File: config.mk
export PLATFORM = sky130hd
export DESIGN_NAME = pinmux_port
export DESIGN_NICKNAME = d
export VERILOG_FILES = /design/src/rtl/pinmux_pkg.sv /design/src/rtl/pin_cell.sv /design/src/rtl/in_sampler.sv /design/src/rtl/pinmux_port.sv
export SDC_FILE = /design/constraint.sdc
export NUM_CORES = 1
export LEC_CHECK = 0
export BUFFER_PORTS_ARGS = -buffer_cell sky130_fd_sc_hd__buf_2
export CAP_MARGIN = 10
export CORE_AREA = 4 4 254 256
export DETAILED_ROUTE_END_ITERATION = 7
export DIE_AREA = 0 0 258 260
export PLACE_DENSITY = 0.39
export SYNTH_ARGS = -nofsm -noshare
export SYNTH_HDL_FRONTEND = slang
export SYNTH_HIERARCHICAL = 1
export SYNTH_SLANG_ARGS = --single-unit
File: constraint.sdc
create_clock -name clk -period 4.35 [get_ports clk]
set_clock_uncertainty 0.2 [all_clocks]
set_input_delay 1.0875 -clock clk [delete_from_list [all_inputs] [get_ports clk]]
set_output_delay 1.0875 -clock clk [all_outputs]
set_load 0.005 [all_outputs]
File: src/rtl/pinmux_pkg.sv
package pinmux_pkg;

  localparam int unsigned SEL_W = 4;

  typedef enum logic [1:0] {
    PM_INPUT  = 2'b00,
    PM_OUTPUT = 2'b01,
    PM_ALT    = 2'b10,
    PM_ANALOG = 2'b11
  } pin_mode_e;

  // A selector is usable only when it names an existing function.
  function automatic logic sel_in_range(input logic [SEL_W-1:0] sel, input int unsigned nfunc);
    return (32'(sel) < nfunc);
  endfunction

  function automatic logic pull_up_code(input logic [1:0] code);
    return (code == 2'b01);
  endfunction

  function automatic logic pull_dn_code(input logic [1:0] code);
    return (code == 2'b10);
  endfunction

endpackage

File: src/rtl/pin_cell.sv
module pin_cell
  import pinmux_pkg::*;
#(
  parameter int unsigned NUM_FUNCS = 8
) (
  input  logic                 clk,
  input  logic                 rst_n,
  input  logic [1:0]           mode,
  input  logic                 odrain,
  input  logic [1:0]           pull,
  input  logic [SEL_W-1:0]     sel,
  input  logic                 port_bit,
  input  logic [NUM_FUNCS-1:0] fn_dout,
  input  logic [NUM_FUNCS-1:0] fn_den,
  input  logic                 in_sample,
  output logic                 pad_out,
  output logic                 pad_oe,
  output logic                 pad_pu,
  output logic                 pad_pd,
  output logic                 pad_ie,
  output logic [NUM_FUNCS-1:0] fn_din
);

  pin_mode_e pmode;
  logic      fn_valid;
  logic      af_data;
  logic      af_en;
  logic      drv_data;
  logic      drv_en;
  logic      digital_on;

  assign pmode      = pin_mode_e'(mode);
  assign fn_valid   = sel_in_range(sel, NUM_FUNCS);
  assign digital_on = (pmode != PM_ANALOG);

  always_comb begin
    af_data = 1'b0;
    af_en   = 1'b0;
    for (int f = 0; f < int'(NUM_FUNCS); f++) begin
      if (fn_valid && (32'(sel) == f)) begin
        af_data = fn_dout[f];
        af_en   = fn_den[f];
      end
    end
  end

  always_comb begin
    drv_data = 1'b0;
    drv_en   = 1'b0;
    case (pmode)
      PM_OUTPUT: begin drv_data = port_bit; drv_en = 1'b1;  end
      PM_ALT:    begin drv_data = af_data;  drv_en = af_en; end
      default:   begin drv_data = 1'b0;     drv_en = 1'b0;  end
    endcase
  end

  assign pad_oe  = drv_en && (!odrain || !drv_data);
  assign pad_out = drv_en && !odrain && drv_data;
  assign pad_pu  = digital_on && pull_up_code(pull);
  assign pad_pd  = digital_on && pull_dn_code(pull);
  assign pad_ie  = digital_on;

  always_comb begin
    for (int f = 0; f < int'(NUM_FUNCS); f++)
      fn_din[f] = fn_valid && (32'(sel) == f) && in_sample;
  end

  AST_ANALOG_QUIET: assert property (@(posedge clk) disable iff (!rst_n)
    (mode == 2'b11) |-> (!pad_oe && !pad_pu && !pad_pd && !pad_ie));
  AST_INPUT_UNDRIVEN: assert property (@(posedge clk) disable iff (!rst_n)
    (mode == 2'b00) |-> (!pad_oe && pad_ie));
  AST_RESERVED_UNDRIVEN: assert property (@(posedge clk) disable iff (!rst_n)
    ((mode == 2'b10) && !fn_valid) |-> (!pad_oe && (fn_din == '0)));
  AST_OD_NEVER_HIGH: assert property (@(posedge clk) disable iff (!rst_n)
    odrain |-> !pad_out);
  AST_OUT_NEEDS_OE: assert property (@(posedge clk) disable iff (!rst_n)
    !pad_oe |-> !pad_out);
  AST_PULL_EXCLUSIVE: assert property (@(posedge clk) disable iff (!rst_n)
    !(pad_pu && pad_pd));
  AST_RETURN_SINGLE: assert property (@(posedge clk) disable iff (!rst_n)
    $onehot0(fn_din));

endmodule

File: src/rtl/in_sampler.sv
module in_sampler #(
  parameter int unsigned WIDTH = 16
) (
  input  logic             clk,
  input  logic             rst_n,
  input  logic [WIDTH-1:0] pad_level,
  input  logic [WIDTH-1:0] buf_en,
  output logic [WIDTH-1:0] sampled
);

  logic [WIDTH-1:0] gated;
  assign gated = pad_level & buf_en;

  always_ff @(posedge clk or negedge rst_n) begin
    if (!rst_n) sampled <= '0;
    else        sampled <= gated;
  end

  AST_BUFFER_OFF_ZERO: assert property (@(posedge clk) disable iff (!rst_n)
    (buf_en == '0) |=> (sampled == '0));

endmodule

File: src/rtl/pinmux_port.sv
module pinmux_port
  import pinmux_pkg::*;
#(
  parameter int unsigned NUM_PINS  = 16,
  parameter int unsigned NUM_FUNCS = 8
) (
  input  logic                               clk,
  input  logic                               rst_n,
  input  logic [2*NUM_PINS-1:0]              mode_cfg,
  input  logic [NUM_PINS-1:0]                odrain_cfg,
  input  logic [2*NUM_PINS-1:0]              pull_cfg,
  input  logic [(NUM_PINS/2)*SEL_W-1:0]      sel_lo_word,
  input  logic [(NUM_PINS/2)*SEL_W-1:0]      sel_hi_word,
  input  logic [NUM_PINS-1:0]                port_dout,
  input  logic [NUM_PINS*NUM_FUNCS-1:0]      periph_dout,
  input  logic [NUM_PINS*NUM_FUNCS-1:0]      periph_den,
  input  logic [NUM_PINS-1:0]                pad_in,
  output logic [NUM_PINS-1:0]                pad_out,
  output logic [NUM_PINS-1:0]                pad_oe,
  output logic [NUM_PINS-1:0]                pad_pu,
  output logic [NUM_PINS-1:0]                pad_pd,
  output logic [NUM_PINS-1:0]                pad_ie,
  output logic [NUM_PINS-1:0]                port_din,
  output logic [NUM_PINS*NUM_FUNCS-1:0]      periph_din
);

  localparam int unsigned HALF = NUM_PINS / 2;

  logic [NUM_PINS-1:0] sample_q;

  in_sampler #(.WIDTH(NUM_PINS)) u_sampler (
    .clk       (clk),
    .rst_n     (rst_n),
    .pad_level (pad_in),
    .buf_en    (pad_ie),
    .sampled   (sample_q)
  );

  assign port_din = sample_q;

  for (genvar p = 0; p < NUM_PINS; p++) begin : g_pin
    logic [SEL_W-1:0] pin_sel;
    if (p < HALF) begin : g_lo
      assign pin_sel = sel_lo_word[p*SEL_W +: SEL_W];
    end else begin : g_hi
      assign pin_sel = sel_hi_word[(p-HALF)*SEL_W +: SEL_W];
    end

    pin_cell #(.NUM_FUNCS(NUM_FUNCS)) u_cell (
      .clk       (clk),
      .rst_n     (rst_n),
      .mode      (mode_cfg[2*p +: 2]),
      .odrain    (odrain_cfg[p]),
      .pull      (pull_cfg[2*p +: 2]),
      .sel       (pin_sel),
      .port_bit  (port_dout[p]),
      .fn_dout   (periph_dout[p*NUM_FUNCS +: NUM_FUNCS]),
      .fn_den    (periph_den[p*NUM_FUNCS +: NUM_FUNCS]),
      .in_sample (sample_q[p]),
      .pad_out   (pad_out[p]),
      .pad_oe    (pad_oe[p]),
      .pad_pu    (pad_pu[p]),
      .pad_pd    (pad_pd[p]),
      .pad_ie    (pad_ie[p]),
      .fn_din    (periph_din[p*NUM_FUNCS +: NUM_FUNCS])
    );
  end

  AST_RESET_QUIET: assert property (@(posedge clk)
    !rst_n |=> (!rst_n ? (port_din == '0 && periph_din == '0) : 1'b1));
  AST_DIN_FOLLOWS_PAD: assert property (@(posedge clk) disable iff (!rst_n)
    $past(rst_n) |-> ((port_din & ~$past(pad_in)) == '0));

endmodule

==> results.sh, run 1 <==
export IMPL_ir_drop_v=0.000122
export IMPL_end_kind="output pin"
export IMPL_tightestPinTransition_ns=0.979
export IMPL_worst_path_max_fanout=17
export IMPL_grtUsageTotal=0.123
export IMPL_clk_pin_slew_ns=0.08
export IMPL_synth_warnings=6
export IMPL_ys_types=37
export IMPL_grt_setup_unrepaired="false"
export IMPL_synth_nets=1492
export IMPL_crit_slowest_cell="o21ai_0"
export IMPL_grt_overflow_total=0
export IMPL_p_sw_mw=0.583
export IMPL_cap_viol_max_count=0
export IMPL_arrival_ns=2.91
export IMPL_power_mw=1.24
export IMPL_period_needed_ns=4.20
export IMPL_cellPowerDensity_nw_per_um2=115
export IMPL_dr_wl_met2_um=21700
export IMPL_internal_power_mw=0.659
export IMPL_p_leak_nw=5.47
export IMPL_grt_pass1_vias=10600
export IMPL_holdWs_ns=0.674
export IMPL_clk_root_buffer_cell="clkbuf_16"
export IMPL_dr_first_iter_drc_count=565
export IMPL_cts_resized=0
export IMPL_drv_slew=0
export IMPL_dp_hpwl_um=40400
export IMPL_first_pass_iters=6
export IMPL_cts_buffers=3
export IMPL_crit_type="in2out"
export IMPL_fp_dieW_um=258
export IMPL_crit_chain="buf_2, o21ai_0, a31o_2, a22oi_1, nor3b_2, buf_2"
export IMPL_coreArea_um2=62500
export IMPL_drive_above_1_share=0.448
export IMPL_nets=2111
export IMPL_port_buffers=657
export IMPL_largest_register="u_sampler/sampled"
export IMPL_synth_edf_count=0
export IMPL_drc=0
export IMPL_htree_levels=1
export IMPL_netlist_area_um2=6640
export IMPL_cp_start_kind="input port"
export IMPL_ant_nets=0
export IMPL_relSlewSlack=0.341
export IMPL_wl_per_cell_um=18.2
export IMPL_wl_met1_um=17900
export IMPL_pin_count=658
export IMPL_syn2layout_area_growth_pct=62.4
export IMPL_grt_antenna_before_repair=15
export IMPL_cts_hold_buf=0
export IMPL_top_regs="u_sampler/sampled: 16 flops"
export IMPL_routed_wl_met3_um=3990
export IMPL_setup_tns_final_ns=0
export IMPL_cts_tree="yes"
export IMPL_fill_cells=7351
export IMPL_status="complete, no violations"
export IMPL_pwr_share_comb=0.652
export IMPL_synth_seq_cells=16
export IMPL_max_stage_delay_ns=0.83
export IMPL_synthCells=1010
export IMPL_die_h_um=260
export IMPL_grt_pass1_wl_um=63600
export IMPL_worstPathRequired_ns=3.06
export IMPL_start_util=0.106
export IMPL_die_area_um2=67100
export IMPL_yosys_most_used_dff="dfrtp_1"
export IMPL_top_layer="met5"
export IMPL_pwr_share_clk=0.212
export IMPL_ys_seq_area_frac=0.0603
export IMPL_grt_max_degree=21
export IMPL_fin_crit_sh=0.966
export IMPL_swShare=0.469
export IMPL_finalHoldViolations=0
export IMPL_async_flop_share=1.00
export IMPL_largest_reg_flops=16
export IMPL_clock_sinks=16
export IMPL_synth_area_per_cell_um2=6.58
export IMPL_wl_um=45100
export IMPL_gp_congestion=0.935
export IMPL_layout_common_cells="buf_2 (657), nor2_1 (144), inv_1 (98), o21ai_0 (98), a21oi_1 (78)"
export IMPL_setup_viol=0
export IMPL_via_per_inst=4.09
export IMPL_layout_commonest_cell="buf_2"
export IMPL_cts_setup_buffers=0
export IMPL_hp_class="in2async"
export IMPL_vias=10100
export IMPL_fmax_ghz=0.238
export IMPL_clock_path_buffers=2
export IMPL_cp_common_cell="buf_2"
export IMPL_power_share_sequential=0.136
export IMPL_fp_row_count=92
==> worst max-delay path: cells and delay by family <==
family	cells	cell delay (ns)
simple gates	1	0.17
buf+inv	2	0.38
compound gates	3	1.26
==> layout make-up <==
cell class              instances  area (µm²)  area share
diodes                          4        10.0    0.000928
clock buffers                   4        88.8     0.00823
inverters                      98         368      0.0341
multi-input cells             848        5540       0.513
flip-flops and latches         16         400      0.0371
well taps                     846        1060      0.0981
repair buffers                662        3330       0.308
==> worst max path at each step <==
| stage | from | endpoint | slack [ns] | cells past startpoint |
|---|---|---|---|---|
| 2_1_floorplan | sel_lo_word[0] | pad_oe[0] | 0.94 | 6 |
| 3_3_place_gp | sel_hi_word[8] | pad_out[10] | 0.23 | 8 |
| 3_5_place_dp | sel_hi_word[8] | pad_out[10] | 0.32 | 8 |
| 4_1_cts | sel_hi_word[8] | pad_out[10] | 0.30 | 8 |
| 5_1_grt | sel_hi_word[8] | pad_oe[10] | 0.18 | 7 |
| 6_report | sel_hi_word[8] | pad_out[10] | 0.15 | 6 |
==> stage by stage <==
step	instance area, µm²	setup WS [ns]	util	instances
5_1_grt	10800	0.177	0.173	2478
3_5_place_dp	10700	0.318	0.171	2470
3_3_place_gp	10700	0.230	0.171	2470
4_1_cts	10800	0.303	0.172	2474
6_report	10800	0.148	0.173	2478
2_1_floorplan	6640	0.938	-	1010
==> cell usage after synthesis, types with 4 or more instances <==
| cell | number | area [µm²] |
|---|---|---|
| buf_4 | 4 | 30.0 |
| o211ai_2 | 14 | 175 |
| o31ai_1 | 14 | 105 |
| nand3_1 | 14 | 70.1 |
| o21ai_0 | 98 | 490 |
| o41ai_1 | 14 | 123 |
| a221o_1 | 14 | 140 |
| inv_1 | 98 | 368 |
| and2_1 | 16 | 100 |
| ha_1 | 48 | 601 |
| nor2_1 | 144 | 541 |
| or3b_1 | 16 | 140 |
| a21oi_1 | 78 | 390 |
| mux2_4 | 14 | 210 |
| a22oi_1 | 14 | 105 |
| nor3_1 | 48 | 240 |
| nor2b_1 | 32 | 200 |
| nor3b_1 | 32 | 240 |
| or4_1 | 14 | 105 |
| nand2b_1 | 46 | 288 |
| buf_6 | 14 | 158 |
| o22ai_1 | 16 | 100 |
| buf_2 | 30 | 150 |
| mux2i_1 | 18 | 180 |
| o311ai_1 | 14 | 123 |
| a31o_2 | 16 | 140 |
| nand2_1 | 68 | 255 |
| dfrtp_1 | 16 | 400 |
| nand4b_1 | 18 | 158 |
| nor3b_2 | 14 | 175 |
==> metal layers <==
metal  vias up  track usage
met4        10       0.0378
met1      4667        0.141
met5         -            0
met2       510        0.217
li1       4890            -
met3        57       0.0398
==> power groups by stage <==
stage	sequential (mW)	combinational [mW]	clock, mW
2_1_floorplan	0.169	0.388	0
3_3_place_gp	0.172	0.808	0
3_5_place_dp	0.172	0.808	0
4_1_cts	0.169	0.813	0.302
5_1_grt	0.170	0.892	0.300
6_report	0.169	0.809	0.264
==> kinds of logic (layout without fill, tap and decap cells) <==
logic type / after synthesis / count (layout) / share of synthesized area
AO/OA/AOI/OAI: 304 / 304 / 0.302
adder cells (fa/ha/maj): 48 / 48 / 0.0904
buffers and inverters: 146 / 764 / 0.106
flip-flops: 16 / 16 / 0.0603
multiplexers: 32 / 32 / 0.0588
other: 0 / 4 / 0
AND/OR/NAND/NOR: 464 / 464 / 0.383
Note: power is estimated with default switching activity, not from simulation.
==> run 2, diff against run 1 <==
Settings changed: REMOVE_ABC_BUFFERS from default to 1.
==> results.sh, run 2 (synthesis results as in run 1) <==
export IMPL_status="complete, no violations"
export IMPL_dp_hpwl_um=38300
export IMPL_clock_path_buffers=2
export IMPL_fin_crit_sh=0.915
export IMPL_setup_tns_final_ns=0
export IMPL_syn2layout_area_growth_pct=62.1
export IMPL_period_needed_ns=3.98
export IMPL_largest_reg_flops=16
export IMPL_cts_buffers=3
export IMPL_grt_setup_unrepaired="false"
export IMPL_finalHoldViolations=0
export IMPL_setup_viol=0
export IMPL_cts_setup_buffers=0
export IMPL_worstPathRequired_ns=3.06
export IMPL_ir_drop_v=0.000137
export IMPL_cts_tree="yes"
export IMPL_wl_per_cell_um=17.5
export IMPL_placed_cells=2468
export IMPL_clock_sinks=16
export IMPL_end_kind="output pin"
export IMPL_vias=10100
export IMPL_cp_start_kind="input port"
export IMPL_nets=2109
export IMPL_worst_path_max_fanout=17
export IMPL_relSlewSlack=0.510
export IMPL_die_h_um=260
export IMPL_tightestPinTransition_ns=0.735
export IMPL_coreArea_um2=62500
export IMPL_clk_pin_slew_ns=0.09
export IMPL_grt_overflow_total=0
export IMPL_ant_nets=0
export IMPL_pin_count=658
export IMPL_grt_pass1_wl_um=60700
export IMPL_grtUsageTotal=0.116
export IMPL_fmax_ghz=0.251
export IMPL_hp_class="in2async"
export IMPL_fill_cells=7320
export IMPL_htree_levels=1
export IMPL_largest_register="u_sampler/sampled"
export IMPL_top_regs="u_sampler/sampled: 16 flops"
export IMPL_instances_no_fill=2474
export IMPL_cellPowerDensity_nw_per_um2=114
export IMPL_p_leak_nw=5.45
export IMPL_cap_viol_max_count=0
export IMPL_wl_um=43200
export IMPL_drv_slew=0
export IMPL_layout_common_cells="buf_2 (657), nor2_1 (144), inv_1 (98), o21ai_0 (98), a21oi_1 (78)"
export IMPL_via_per_inst=4.09
export IMPL_cts_resized=0
export IMPL_grt_max_degree=21
export IMPL_start_util=0.106
export IMPL_fp_dieW_um=258
export IMPL_grt_pass1_vias=10100
export IMPL_holdWs_ns=0.649
export IMPL_drive_above_1_share=0.448
export IMPL_cts_hold_buf=0
export IMPL_gp_congestion=0.991
export IMPL_die_area_um2=67100
export IMPL_fp_row_count=92
export IMPL_port_buffers=657
export IMPL_crit_type="in2out"
export IMPL_layout_commonest_cell="buf_2"
export IMPL_drc=0
export IMPL_grt_antenna_before_repair=3
export IMPL_dr_first_iter_drc_count=627
export IMPL_clk_root_buffer_cell="clkbuf_16"
export IMPL_first_pass_iters=5
export IMPL_crit_start="sel_hi_word[28]"
export IMPL_arrival_ns=2.69
-- run 2: changes by cell type in the layout (fill, tap and decap cells not counted), sizes merged --
cell,before,now
buf,662,660
diode,4,2
-- run 2: worst max-delay path, cell delays in order --
cell and delay [ns]:
buf_2 0.30, nand2_1 0.20, o31ai_1 0.31, a21oi_1 0.08, a221o_1 0.38, nor3b_2 0.18
buf_2 0.15
-- run 2: cell type report --
cell class                 instances  area [µm²]  area share
multi-input combinational        848        5540       0.514
clock buffer                       4        88.8     0.00825
sequential                        16         400      0.0372
timing repair buffer             660        3310       0.307
tap                              846        1060      0.0983
antenna                            2        5.00    0.000465
inverter                          98         368      0.0342
-- run 2: per-stage QoR --
| step | utilization | worst slack [ns] | total power [mW] | area, µm² |
|---|---|---|---|---|
| 5_1_grt | 0.172 | 0.218 | 1.35 | 10800 |
| 6_report | 0.172 | 0.371 | 1.23 | 10800 |
| 3_5_place_dp | 0.171 | 0.382 | 0.968 | 10700 |
| 4_1_cts | 0.172 | 0.374 | 1.27 | 10800 |
| 2_1_floorplan | - | 1.01 | 0.493 | 6310 |
| 3_3_place_gp | 0.171 | 0.409 | 0.967 | 10700 |
-- run 2: power by group --
part / switching (mW) / internal (mW)
registers: 0.0116 / 0.158
clock network: 0.120 / 0.143
logic: 0.437 / 0.357
total: 0.569 / 0.658
-- run 2: final timing paths --
| check | to | slack, ns | cells past startpoint |
|---|---|---|---|
| worst max-delay path | pad_out[15] | 0.37 | 7 |
| worst min-delay path | u_sampler/sampled[13] | 0.65 | 1 |
| max in group asynchronous | u_sampler/sampled[12] | 2.83 | 1 |
| min in group clk | u_sampler/sampled[2] | 0.81 | 2 |
-- run 2: per-layer routing --
layer | wire [µm] | share of wire | track usage
met2 | 21900 | 0.51 | 0.217
met5 | 0 | 0 | 0
met4 | 1110 | 0.026 | 0.0312
met1 | 16500 | 0.38 | 0.128
met3 | 3690 | 0.085 | 0.0347
==> run 3, diff against run 2 <==
Settings changed: CORE_AREA 4 4 254 256 to 2 2 254 256, DIE_AREA 0 0 258 260 to 0 0 256 258, PLACE_DENSITY 0.39 to 0.38, SYNTH_HIERARCHICAL 1 to default.
Clock period 4.35 ns to 5 ns, I/O delays scaled along.
==> results.sh, run 3 <==
export IMPL_status="complete, no violations"
export IMPL_clock_path_buffers=2
export IMPL_clock_sinks=16
export IMPL_htree_levels=1
export IMPL_crit_chain="buf_2, mux4_1, mux2_2, a32oi_1, a211oi_2, buf_2"
export IMPL_layout_commonest_cell="buf_2"
export IMPL_dpl_cell_area_um2=9830
export IMPL_clk_root_buffer_cell="clkbuf_16"
export IMPL_fin_util=0.156
export IMPL_yosysTopAreaCell="buf_4"
export IMPL_netlist_area_um2=6360
export IMPL_placed_cells=2260
export IMPL_vias=8591
export IMPL_crit_type="in2out"
export IMPL_grt_pass1_vias=8653
export IMPL_regArea_um2=400
export IMPL_dp_hpwl_um=36700
export IMPL_start_util=0.100
export IMPL_setup_slack_ns=0.670
export IMPL_dp_worst_setup_slack_ns=0.660
export IMPL_top_regs="u_sampler.sampled: 16 flops"
export IMPL_setup_tns_final_ns=0
export IMPL_relSlewSlack=0.493
export IMPL_synth_warnings=0
export IMPL_ys_seq_area_frac=0.0629
export IMPL_fin_area_um2=9910
export IMPL_cellPowerDensity_nw_per_um2=100
export IMPL_syn2layout_area_growth_pct=55.8
export IMPL_multiInputGateArea_um2=4760
export IMPL_dr_first_iter_drc_count=398
export IMPL_die_area_um2=66000
export IMPL_synthCells=877
export IMPL_hp_class="in2async"
export IMPL_cts_buffers=3
export IMPL_grt_max_degree=17
export IMPL_drv_slew=0
export IMPL_period_needed_ns=4.33
export IMPL_max_stage_delay_ns=0.58
export IMPL_crit_slowest_cell="mux4_1"
export IMPL_nets=1892
export IMPL_first_pass_iters=5
export IMPL_p_leak_nw=5.13
export IMPL_grt_antenna_before_repair=5
export IMPL_tightestPinTransition_ns=0.760
export IMPL_post_synth_top_count_cell="nor2_1"
export IMPL_worstPathRequired_ns=3.55
export IMPL_synthTopCellsByCount="nor2_1 (119), buf_4 (96), inv_1 (83), nand2_1 (49), ha_1 (48)"
export IMPL_clk_pin_slew_ns=0.09
export IMPL_worst_path_max_fanout=14
export IMPL_drive_above_1_share=0.504
export IMPL_layout_common_cells="buf_2 (657), nor2_1 (119), inv_1 (83)"
export IMPL_cp_start_kind="input port"
export IMPL_grtUsageTotal=0.115
export IMPL_pin_count=658
export IMPL_synth_edf_count=0
export IMPL_synth_top_area_share=0.113
export IMPL_cp_common_cell="buf_2"
export IMPL_ir_drop_v=0.000101
export IMPL_coreArea_um2=63600
export IMPL_largest_register="u_sampler.sampled"
export IMPL_wl_per_cell_um=18.0
export IMPL_finalHoldViolations=0
export IMPL_drc=0
export IMPL_largest_reg_flops=16
export IMPL_fp_dieW_um=256
export IMPL_yosys_most_used_dff="dfrtp_1"
export IMPL_wl_um=40700
export IMPL_grt_setup_unrepaired="false"
export IMPL_arrival_ns=2.88
export IMPL_cap_viol_max_count=0
export IMPL_setup_viol=0
export IMPL_grt_pass1_wl_um=56900
export IMPL_gp_congestion=0.970
export IMPL_cts_setup_buffers=0
export IMPL_fmax_ghz=0.231
export IMPL_die_h_um=258
export IMPL_fin_crit_sh=0.866
export IMPL_power_mw=0.991
export IMPL_instances_no_fill=2265
export IMPL_holdWs_ns=0.826
export IMPL_synth_area_leaders="buf_4 (11%), mux4_2 (11%), ha_1 (9.4%)"
export IMPL_cts_resized=0
export IMPL_synth_seq_cells=16
export IMPL_fill_cells=7456
export IMPL_end_kind="output pin"
export IMPL_cts_hold_buf=0
export IMPL_ant_nets=0
export IMPL_grt_overflow_total=0
export IMPL_ys_types=67
export IMPL_cts_tree="yes"
export IMPL_port_buffers=657
export IMPL_synth_area_per_cell_um2=7.25
export IMPL_fp_row_count=93
export IMPL_via_per_inst=3.79
export IMPL_async_flop_share=1.00
[run 3: cell count changes in the layout (fill, tap and decap cells not counted), sizes merged, moves of 14 or more]
cell	before	now
o41ai	16	1
inv	98	83
nor2	144	119
or4	14	0
mux4	0	33
nand2	68	49
a21oi	78	46
and2	16	1
nand3b	0	16
a22oi	14	0
o21ai	100	27
[run 3: cell families (layout without fill, tap and decap cells)]
kind of cell | after synthesis | in the layout | share of synthesized area
simple gates | 384 | 384 | 0.326
buf+inv | 212 | 743 | 0.189
compound gates | 150 | 150 | 0.154
mux | 67 | 67 | 0.174
fa+ha+maj | 48 | 48 | 0.0944
flops | 16 | 16 | 0.0629
other cells | 0 | 2 | 0
[run 3: layout make-up]
class	count	share of cell area
tap	855	0.108
clock buffer	3	0.00757
timing repair buffer	657	0.332
inverter	83	0.0314
sequential	16	0.0404
multi-input combinational	649	0.480
antenna	2	0.000505
[run 3: path summary, 6_finish.rpt]
kind                                  from                   end  slack (ns)  depth (start not counted)
min in group clk                 pad_in[3]  u_sampler.sampled[3]        0.97                          2
setup / recovery           sel_hi_word[20]           pad_out[13]        0.67                          6
max in group asynchronous            rst_n  u_sampler.sampled[4]        3.29                          1
hold / removal                       rst_n  u_sampler.sampled[9]        0.83                          1
[run 3: critical path: cells and delay by family]
family	cells	cell delay (ns)
mux	2	0.86
buf+inv	2	0.40
compound gates	2	0.38
[run 3: per-layer routing]
metal,track usage,vias up,routed length [µm]
met1,0.119,4004,14700
met2,0.217,494,21000
met4,0.0323,6,1140
met3,0.0404,39,3870
li1,-,4048,-
met5,0,-,37
[run 3: where the power goes]
part | switching (mW) | total, mW | leakage [nW] | internal [mW]
Clock | 0.106 | 0.214 | 0.0370 | 0.108
Combinational | 0.322 | 0.631 | 4.90 | 0.308
Sequential | 0.00912 | 0.147 | 0.197 | 0.138
Total | 0.438 | 0.991 | 5.13 | 0.553
